### config.mk
export PLATFORM = sky130hd
export DESIGN_NAME = swp_sequencer
export DESIGN_NICKNAME = d
export VERILOG_FILES = /design/src/rtl/swp_pkg.sv /design/src/rtl/swp_key_decode.sv /design/src/rtl/swp_region_seq.sv /design/src/rtl/swp_sequencer.sv
export SDC_FILE = /design/constraint.sdc
export NUM_CORES = 1
export LEC_CHECK = 0
export CORE_MARGIN = 2
export CORE_UTILIZATION = 62
export DETAILED_ROUTE_END_ITERATION = 12
export DONT_BUFFER_PORTS = 1
export PLACE_DENSITY = 0.79
export SLEW_MARGIN = 15
export SYNTH_ARGS = -nofsm -noshare
export SYNTH_HDL_FRONTEND = slang
export SYNTH_SLANG_ARGS = --single-unit
### constraint.sdc
create_clock -name clk_i -period 6.4 [get_ports clk_i]
set_input_delay 1.6 -clock clk_i [delete_from_list [all_inputs] [get_ports clk_i]]
set_output_delay 1.6 -clock clk_i [all_outputs]
set_load 0.1 [all_outputs]
### src/rtl/swp_pkg.sv
package swp_pkg;
  localparam int KEY_AW = 17;
  localparam logic [KEY_AW-1:0] KEY_ADDR_HI = 17'h05555;
  localparam logic [KEY_AW-1:0] KEY_ADDR_LO = 17'h02AAA;
  localparam logic [7:0] KEY_OPEN   = 8'hAA;
  localparam logic [7:0] KEY_SECOND = 8'h55;
  localparam logic [7:0] KEY_ARM    = 8'hA0;
  localparam logic [7:0] KEY_EXTEND = 8'h80;
  localparam logic [7:0] KEY_DROP   = 8'h20;

  typedef enum logic [2:0] {
    TK_NONE, TK_OPEN, TK_SECOND, TK_ARM, TK_EXTEND, TK_DROP
  } tok_e;

  typedef enum logic [2:0] {
    ST_IDLE, ST_P1, ST_P2, ST_X3, ST_X4, ST_X5, ST_WIN
  } seq_e;
endpackage

### src/rtl/swp_key_decode.sv
module swp_key_decode
  import swp_pkg::*;
#(
  parameter int AW = 17
) (
  input  logic [AW-1:0] addr_i,
  input  logic [7:0]    data_i,
  output tok_e          tok_o
);
  logic at_hi, at_lo;

  assign at_hi = (addr_i == AW'(KEY_ADDR_HI));
  assign at_lo = (addr_i == AW'(KEY_ADDR_LO));

  always_comb begin
    tok_o = TK_NONE;
    if (at_hi) begin
      unique case (data_i)
        KEY_OPEN:   tok_o = TK_OPEN;
        KEY_ARM:    tok_o = TK_ARM;
        KEY_EXTEND: tok_o = TK_EXTEND;
        KEY_DROP:   tok_o = TK_DROP;
        default:    tok_o = TK_NONE;
      endcase
    end else if (at_lo && data_i == KEY_SECOND) begin
      tok_o = TK_SECOND;
    end
  end
endmodule

### src/rtl/swp_region_seq.sv
module swp_region_seq
  import swp_pkg::*;
#(
  parameter int PAGE_BYTES = 128,
  localparam int CNT_W = $clog2(PAGE_BYTES + 1)
) (
  input  logic clk_i,
  input  logic rst_ni,
  input  logic factory_clr_i,
  input  logic hit_i,
  input  tok_e tok_i,
  input  logic prog_done_i,
  output logic protect_o,
  output logic allow_o,
  output logic dummy_o
);
  seq_e             st_q, st_d;
  logic             en_q, en_d;
  logic [CNT_W-1:0] cnt_q, cnt_d;
  logic             prot_q;
  logic             cmd;
  logic             close;
  logic             room;

  assign room  = (cnt_q < CNT_W'(PAGE_BYTES));
  assign close = (st_q == ST_WIN) && prog_done_i;

  always_comb begin
    st_d  = st_q;
    en_d  = en_q;
    cnt_d = cnt_q;
    cmd   = 1'b0;
    if (hit_i && st_q != ST_WIN) begin
      cmd = 1'b1;
      unique case (st_q)
        ST_IDLE: if (tok_i == TK_OPEN) st_d = ST_P1;
                 else cmd = 1'b0;
        ST_P1:   if (tok_i == TK_SECOND) st_d = ST_P2;
                 else if (tok_i == TK_OPEN) st_d = ST_P1;
                 else begin st_d = ST_IDLE; cmd = 1'b0; end
        ST_P2:   if (tok_i == TK_ARM) begin
                   st_d = ST_WIN; en_d = 1'b1; cnt_d = '0;
                 end else if (tok_i == TK_EXTEND) st_d = ST_X3;
                 else if (tok_i == TK_OPEN) st_d = ST_P1;
                 else begin st_d = ST_IDLE; cmd = 1'b0; end
        ST_X3:   if (tok_i == TK_OPEN) st_d = ST_X4;
                 else begin st_d = ST_IDLE; cmd = 1'b0; end
        ST_X4:   if (tok_i == TK_SECOND) st_d = ST_X5;
                 else if (tok_i == TK_OPEN) st_d = ST_P1;
                 else begin st_d = ST_IDLE; cmd = 1'b0; end
        ST_X5:   if (tok_i == TK_DROP) begin
                   st_d = ST_WIN; en_d = 1'b0; cnt_d = '0;
                 end else if (tok_i == TK_OPEN) st_d = ST_P1;
                 else begin st_d = ST_IDLE; cmd = 1'b0; end
        default: begin st_d = ST_IDLE; cmd = 1'b0; end
      endcase
    end
    if (hit_i && st_q == ST_WIN && room) cnt_d = cnt_q + 1'b1;
    if (close) begin
      st_d  = ST_IDLE;
      cnt_d = '0;
    end
  end

  always_comb begin
    allow_o = 1'b0;
    dummy_o = 1'b0;
    if (hit_i) begin
      if (st_q == ST_WIN) allow_o = room;
      else if (!cmd) begin
        allow_o = !prot_q;
        dummy_o = prot_q;
      end
    end
  end

  always_ff @(posedge clk_i or negedge rst_ni) begin
    if (!rst_ni) begin
      st_q  <= ST_IDLE;
      en_q  <= 1'b0;
      cnt_q <= '0;
    end else begin
      st_q  <= st_d;
      en_q  <= en_d;
      cnt_q <= cnt_d;
    end
  end

  // nonvolatile cell: only the factory clear touches it, never rst_ni
  always_ff @(posedge clk_i) begin
    if (factory_clr_i) prot_q <= 1'b0;
    else if (close)    prot_q <= en_q;
  end

  assign protect_o = prot_q;
endmodule

### src/rtl/swp_sequencer.sv
module swp_sequencer
  import swp_pkg::*;
#(
  parameter int NUM_REGIONS = 4,
  parameter int REGION_AW   = 17,
  parameter int PAGE_BYTES  = 128,
  localparam int SEL_W  = $clog2(NUM_REGIONS),
  localparam int ADDR_W = REGION_AW + SEL_W
) (
  input  logic                   clk_i,
  input  logic                   rst_ni,
  input  logic                   factory_clr_i,
  input  logic                   wr_valid_i,
  input  logic [ADDR_W-1:0]      wr_addr_i,
  input  logic [7:0]             wr_data_i,
  input  logic                   prog_done_i,
  output logic [NUM_REGIONS-1:0] protect_o,
  output logic                   wr_allow_o,
  output logic                   dummy_busy_o
);
  tok_e                   tok;
  logic [SEL_W-1:0]       sel;
  logic [NUM_REGIONS-1:0] hit, allow_v, dummy_v;

  assign sel = wr_addr_i[ADDR_W-1 -: SEL_W];

  swp_key_decode #(.AW(REGION_AW)) u_dec (
    .addr_i (wr_addr_i[REGION_AW-1:0]),
    .data_i (wr_data_i),
    .tok_o  (tok)
  );

  for (genvar r = 0; r < NUM_REGIONS; r++) begin : g_region
    assign hit[r] = wr_valid_i && (sel == SEL_W'(r));
    swp_region_seq #(.PAGE_BYTES(PAGE_BYTES)) u_seq (
      .clk_i         (clk_i),
      .rst_ni        (rst_ni),
      .factory_clr_i (factory_clr_i),
      .hit_i         (hit[r]),
      .tok_i         (tok),
      .prog_done_i   (prog_done_i),
      .protect_o     (protect_o[r]),
      .allow_o       (allow_v[r]),
      .dummy_o       (dummy_v[r])
    );
  end

  assign wr_allow_o   = |allow_v;
  assign dummy_busy_o = |dummy_v;
endmodule

Word level (Yosys, flattened, before mapping)
Cells that the tools add are included.
{"block": "op_classes", "n_addsub": 4, "magnitude_cmp": 4, "eq_ne": 63, "muxes": 84, "n_reduce_logical": 68}
{"cell": "2-to-1 mux 8 bit", "count": 14}
{"cell": "case mux 3 bit (6 select lines)", "count": 4}
{"cell": "case mux 8 bit (2 select lines)", "count": 4}
{"cell": "2-to-1 mux 3 bit", "count": 15}
{"cell": "== test 3 bit, second input constant", "count": 14}
{"cell": "2-to-1 mux 1 bit", "count": 36}
{"cell": "adder 8 x 1 -> 8 bit, second input constant", "count": 4}
{"cell": "less-than comparator 8 bit, second input constant", "count": 4}
{"cell": "AND reduction 4 bit", "count": 8}
{"cell": "== test 3 x 2 -> 1 bit, second input constant", "count": 10}
{"cell": "== test 8 bit, second input constant", "count": 3}
{"cell": "inequality test 4 x 2 -> 1 bit, second input constant", "count": 6}
{"cell": "logical AND 1 bit", "count": 21}
{"cell": "== test 17 x 14 -> 1 bit, second input constant", "count": 1}
{"cell": "== test 17 x 15 -> 1 bit, second input constant", "count": 1}
{"cell": "case mux 1 bit (4 select lines)", "count": 4}
{"cell": "nonzero test 2 bit", "count": 8}
{"cell": "nonzero test 4 bit", "count": 4}
{"cell": "OR reduction 2 bit", "count": 8}
{"cell": "== test 3 x 1 -> 1 bit, second input constant", "count": 5}
{"cell": "zero test 3 bit", "count": 4}
{"cell": "inequality test 2 bit, second input constant", "count": 6}
{"cell": "inequality test 3 bit, second input constant", "count": 4}
{"cell": "case mux 3 bit (4 select lines)", "count": 1}
{"cell": "15 further kinds", "count": 34}
{"block": "word_totals", "regBits": 52, "output_inout_bits": 6}

Longest topological paths before layout
{"block": "depth", "ltp_word": 14, "depth_mapped": 8, "depth_no_buf": 6}

Cells and area by module
From an unflattened synthesis, not the netlist that was laid out.
{"block": "unflattened", "hier_cells": 500, "hier_area_um2": 4162.7}
{"module": "swp_region_seq (g_region[0].u_seq ...)", "instances": 3, "cells_each": 116, "area_each_um2": 958.4, "seq_area_each_um2": 320.3}
{"module": "swp_region_seq (g_region[3].u_seq)", "instances": 1, "cells_each": 121, "area_each_um2": 1048.5, "seq_area_each_um2": 320.3}
{"module": "swp_key_decode", "instances": 1, "cells_each": 25, "area_each_um2": 192.7, "seq_area_each_um2": 0.0}
{"module": "swp_sequencer", "instances": 1, "cells_each": 6, "area_each_um2": 46.3, "seq_area_each_um2": 0.0}

Worst setup path after synthesis
OpenSTA, ideal clock, no wires.
{"block": "synth_timing", "path_type": "input to output", "from": "in wr_addr_i[3]", "to": "out wr_allow_o", "arrival_ns": 3.902, "slack_ns": 0.898, "path_stages": 6, "cell_sequence": "nor4b_4 > nand4_4 > nor4_4 > a221oi_1 > nand3b_1 > nand4_1"}
{"block": "synth_via", "elab_chain_cells": 14, "elab_cells_between_ends": 36}
{"item": "from (decl)", "line": "swp_sequencer.sv:14", "source": "input logic [ADDR_W-1:0] wr_addr_i,"}
{"item": "== test 17 x 14 -> 1 bit", "line": "swp_key_decode.sv:13", "source": "assign at_lo = (addr_i == AW'(KEY_ADDR_LO));"}
{"item": "logical AND 1 bit", "line": "swp_key_decode.sv:25", "source": "end else if (at_lo && data_i == KEY_SECOND) begin"}
{"item": "2-to-1 mux 2 bit", "line": "swp_key_decode.sv:25"}
{"item": "2-to-1 mux 3 bit (*)", "line": "swp_key_decode.sv:17", "source": "if (at_hi) begin"}
{"item": "== test 3 x 1 -> 1 bit"}
{"item": "2-to-1 mux 1 bit"}
{"item": "2-to-1 mux 1 bit", "line": "swp_region_seq.sv:43", "source": "end else if (tok_i == TK_EXTEND) st_d = ST_X3;"}
{"item": "2-to-1 mux 1 bit", "line": "swp_region_seq.sv:41", "source": "ST_P2: if (tok_i == TK_ARM) begin"}
{"item": "case mux 1 bit (4 select lines)", "line": "swp_region_seq.sv:35", "source": "unique case (st_q)"}
{"item": "2-to-1 mux 1 bit", "line": "swp_region_seq.sv:33", "source": "if (hit_i && st_q != ST_WIN) begin"}
{"item": "2-to-1 mux 1 bit", "line": "swp_region_seq.sv:70", "source": "else if (!cmd) begin"}
{"item": "2-to-1 mux 1 bit", "line": "swp_region_seq.sv:69", "source": "if (st_q == ST_WIN) allow_o = room;"}
{"item": "2-to-1 mux 1 bit", "line": "swp_region_seq.sv:68", "source": "if (hit_i) begin"}
{"item": "OR reduction 4 bit (*)", "line": "swp_sequencer.sv:48", "source": "assign wr_allow_o = |allow_v;"}
{"item": "to (decl)", "line": "swp_sequencer.sv:18", "source": "output logic wr_allow_o,"}
Every way passes the cells marked *; elsewhere a longest branch is shown, timed or not.

Worst setup path after layout
{"block": "layout_timing", "from": "in wr_data_i[0]", "to": "out dummy_busy_o"}
{"block": "layout_via", "elab_chain_cells": 14, "elab_cells_between_ends": 40}
{"item": "from (decl)", "line": "swp_sequencer.sv:15", "source": "input logic [7:0] wr_data_i,"}
{"item": "branches (longest 3 deep; another with == test 8 x 6 -> 1 bit)"}
{"item": "2-to-1 mux 3 bit (*)", "line": "swp_key_decode.sv:17"}
{"item": "== test 3 x 1 -> 1 bit"}
{"item": "2-to-1 mux 1 bit"}
{"item": "2-to-1 mux 1 bit", "line": "swp_region_seq.sv:43"}
{"item": "2-to-1 mux 1 bit", "line": "swp_region_seq.sv:41"}
{"item": "case mux 1 bit (4 select lines)", "line": "swp_region_seq.sv:35"}
{"item": "2-to-1 mux 1 bit", "line": "swp_region_seq.sv:33"}
{"item": "2-to-1 mux 1 bit", "line": "swp_region_seq.sv:70"}
{"item": "2-to-1 mux 1 bit", "line": "swp_region_seq.sv:69"}
{"item": "2-to-1 mux 1 bit", "line": "swp_region_seq.sv:68"}
{"item": "OR reduction 4 bit (*)", "line": "swp_sequencer.sv:49", "source": "assign dummy_busy_o = |dummy_v;"}
{"item": "to (decl)", "line": "swp_sequencer.sv:19", "source": "output logic dummy_busy_o"}
Mark *: on every way between the ends.

==> results.cfg <==
[cts]
clock_path_buffers = 2
cts.reportedPaths.clkPinSlew_ns = 0.10
ctsHtreeMaxLevel = 2
numCtsBuffers = 5
cts_tree = yes
cts-resized-gates = 0
postCtsSetupRepairBufs = 0
worstSkewPairLatency_ns = 0.32
cts_sinks = 52
clock-root-buffer = clkbuf_8
cts_hold_buf = 0

[logic_synthesis]
synth_nets = 491
synth_area_leaders = dfrtp_1 (31%), nand2_1 (3.9%), a21oi_1 (3.1%), nor2_1 (3.0%), nand3_1 (3.0%)
yosysWarnings = 0
async_flop_share_pct = 92.3
synth_edf_count = 0
syn_avg_cell_area_sq_um = 8.51
synth_top_area_share_pct = 31.0
synth_cells = 455
ys_ff_latch = 52
netlist_area_sq_um = 3870
yosysSeqAreaShare_pct = 33.1
ys.flop_type = dfrtp_1
ys_types = 73
yosysTopAreaCell = dfrtp_1

[timing]
hold_viol = 0
fin_crit_ns = 5.38
maxSlewViolCount = 0
setup_ws_ns = 1.02
fin_crit_sh_pct = 84.1
clock.fmax_ghz = 0.186
fin_skew_ns = 0.0139
rsz0062_at_grt = no
setup_viol = 0
setup_tns_ns = 0
tightest_slew_ns = 1.07
holdWs_ns = 0.502
max_slew_margin_pct = 28.7

[critical_path]
r2r_cells = 6
cp_num_cells = 7
path_class = in2out
critPathBufInv = 1
crit_family = simple AND/OR/NAND/NOR gates
critical-path-max-stage-delay_ns = 0.57
rrSetupSlack_ns = 4.21
timing.rr.start = g_region[0].u_seq.st_q[1]
crit_chain = nor4_4 > nand4_2 > nor3_2 > a221oi_1 > nand3_1 > nand4_1 > buf_4
cp-endpoint = dummy_busy_o
crit_slowest_cell = nor3_2
cp-end-kind = output pin
cp.required_ns = 4.80
worstPathArrival_ns = 3.78
crit_path_start_kind = primary input
r2r-end = g_region[0].u_seq.cnt_q[4]
crit_path_max_fanout = 9
worstSetupStartpoint = wr_data_i[0]

[worst_hold_path]
hold_path.class = reg2reg

[finish]
multi_input_area_sq_um = 2440
drive_above_1_share_pct = 7.73
area_delta_synth_final_pct = 3.56
final_util_pct = 66.9
layout_common_cells = dfrtp_1 (48), nand2_1 (40), nor2_1 (31)
layout_commonest_cell = dfrtp_1
fillers = 481
final_nets = 475
ff_latch_area_sq_um = 1280
n_antenna_cell = 0

[die]
dieArea_sq_um = 6890
core_sq_um = 5990
rows = 28
start_util_pct = 64.6
die_h_microns = 83.0
die_x_microns = 83.0
num_io_pins = 38

[global_route]
overflow = 0
grt_max_degree = 49
grt_use_total_pct = 27.6
grt_pass1_vias = 3260
antenna_found_initial = 0
grt_pass1_wl_microns = 15800

[route]
wire_per_inst_microns = 18.7
dr.first_iter.drc_count = 379
ant_nets = 0
vias = 3660
routed_wl_microns = 9610
drc = 0
routed_via_density = 7.11
drt-pass1-iter-count = 5

[run]
cap_violations = 0

[pwr]
p_int_w = 0.000515
seqPwrFrac_pct = 51.9
p_sw_share_pct = 25.0
peakVddDrop_v = 0.000136
clkPwrFrac_pct = 40.3
power.switching_w = 0.000172
p_leak_nw = 1.63
p_comb_share_pct = 7.7
power.density_nw_per_um2 = 171

[placed_design]
routabilityCongestion = 0.965
portBuffers = 0
dp_hpwl_microns = 6840
dp_slack_ns = 1.08

[run_status]
status = finished clean
[synth_stat cells (8+ instances only)]
library cell	instances
a21oi_1	24
a22o_1	10
and3_1	11
clkbuf_1	20
dfrtp_1	48
inv_1	10
nand2_1	40
nand3_1	23
nand4_1	8
nor2_1	31
nor2b_1	12
nor3_1	23
nor4_1	13
o21ai_0	21
[power groups by stage]
stage	Clock (W)	Sequential, W	Combinational [W]
6_report	0.000277	0.000357	0.0000532
5_1_grt	0.000293	0.000358	0.0000585
4_1_cts	0.000279	0.000355	0.0000527
3_5_place_dp	0	0.000362	0.0000527
3_3_place_gp	0	0.000362	0.0000527
2_1_floorplan	0	0.000344	0.0000633
[metal layers]
metal / GRT usage (%) / routed length (microns) / up-vias / share of wire [%]
met5: 0 / 0 / - / 0
met4: 8.35 / 178 / 0 / 1.9
met3: 6.36 / 716 / 26 / 7.4
met2: 42.5 / 4500 / 152 / 47
met1: 38.7 / 4220 / 1767 / 44
li1: - / - / 1715 / -
[final cells by class]
type,instances,share of cell area [%]
clock buffers,5,1.72
clock inverters,3,1.72
inverters,10,0.936
multi-input cells,367,60.8
flip-flops and latches,52,32.0
well taps,75,2.34
repair buffers,3,0.562
[flip-flops by register name (all words and copies together) (netlist names)]
signal / cells
g_region.u_seq.protect_o: 4
g_region.u_seq.en_q: 4
g_region.u_seq.cnt_q: 32
g_region.u_seq.st_q: 12
[per-stage QoR]
stage / cells / cell area [sq um] / power (W)
4_1_cts: 515 / 4010 / 0.000687
3_5_place_dp: 507 / 3870 / 0.000415
2_1_floorplan: 455 / 3870 / 0.000407
6_report: 515 / 4010 / 0.000687
5_1_grt: 515 / 4010 / 0.000709
3_3_place_gp: 507 / 3870 / 0.000415
[cells by family (layout without fill, tap and decap cells)]
group / count (synthesis) / after routing / share of synthesized area [%]
and+or+nand+nor: 212 / 212 / 32.6
AOI/OAI and AO/OA: 133 / 133 / 24.5
adders and majority gates: 4 / 4 / 1.29
muxes: 10 / 10 / 2.71
buffers and inverters: 36 / 21 / 3.98
DFF: 52 / 52 / 33.1
xor gates and xnor gates: 8 / 8 / 1.81
[how the worst min path moves through the flow]
stage                                    start                    endpoint  depth (start not counted)
global placement        g_region[0].u_seq.en_q      g_region[0].u_seq.en_q                          1
finish                  g_region[0].u_seq.en_q      g_region[0].u_seq.en_q                          1
CTS                     g_region[0].u_seq.en_q      g_region[0].u_seq.en_q                          1
global route            g_region[0].u_seq.en_q      g_region[0].u_seq.en_q                          1
floorplan           g_region[1].u_seq.cnt_q[2]  g_region[1].u_seq.cnt_q[2]                          1
detailed placement      g_region[0].u_seq.en_q      g_region[0].u_seq.en_q                          1
Note: power is estimated with default switching activity, not from simulation.
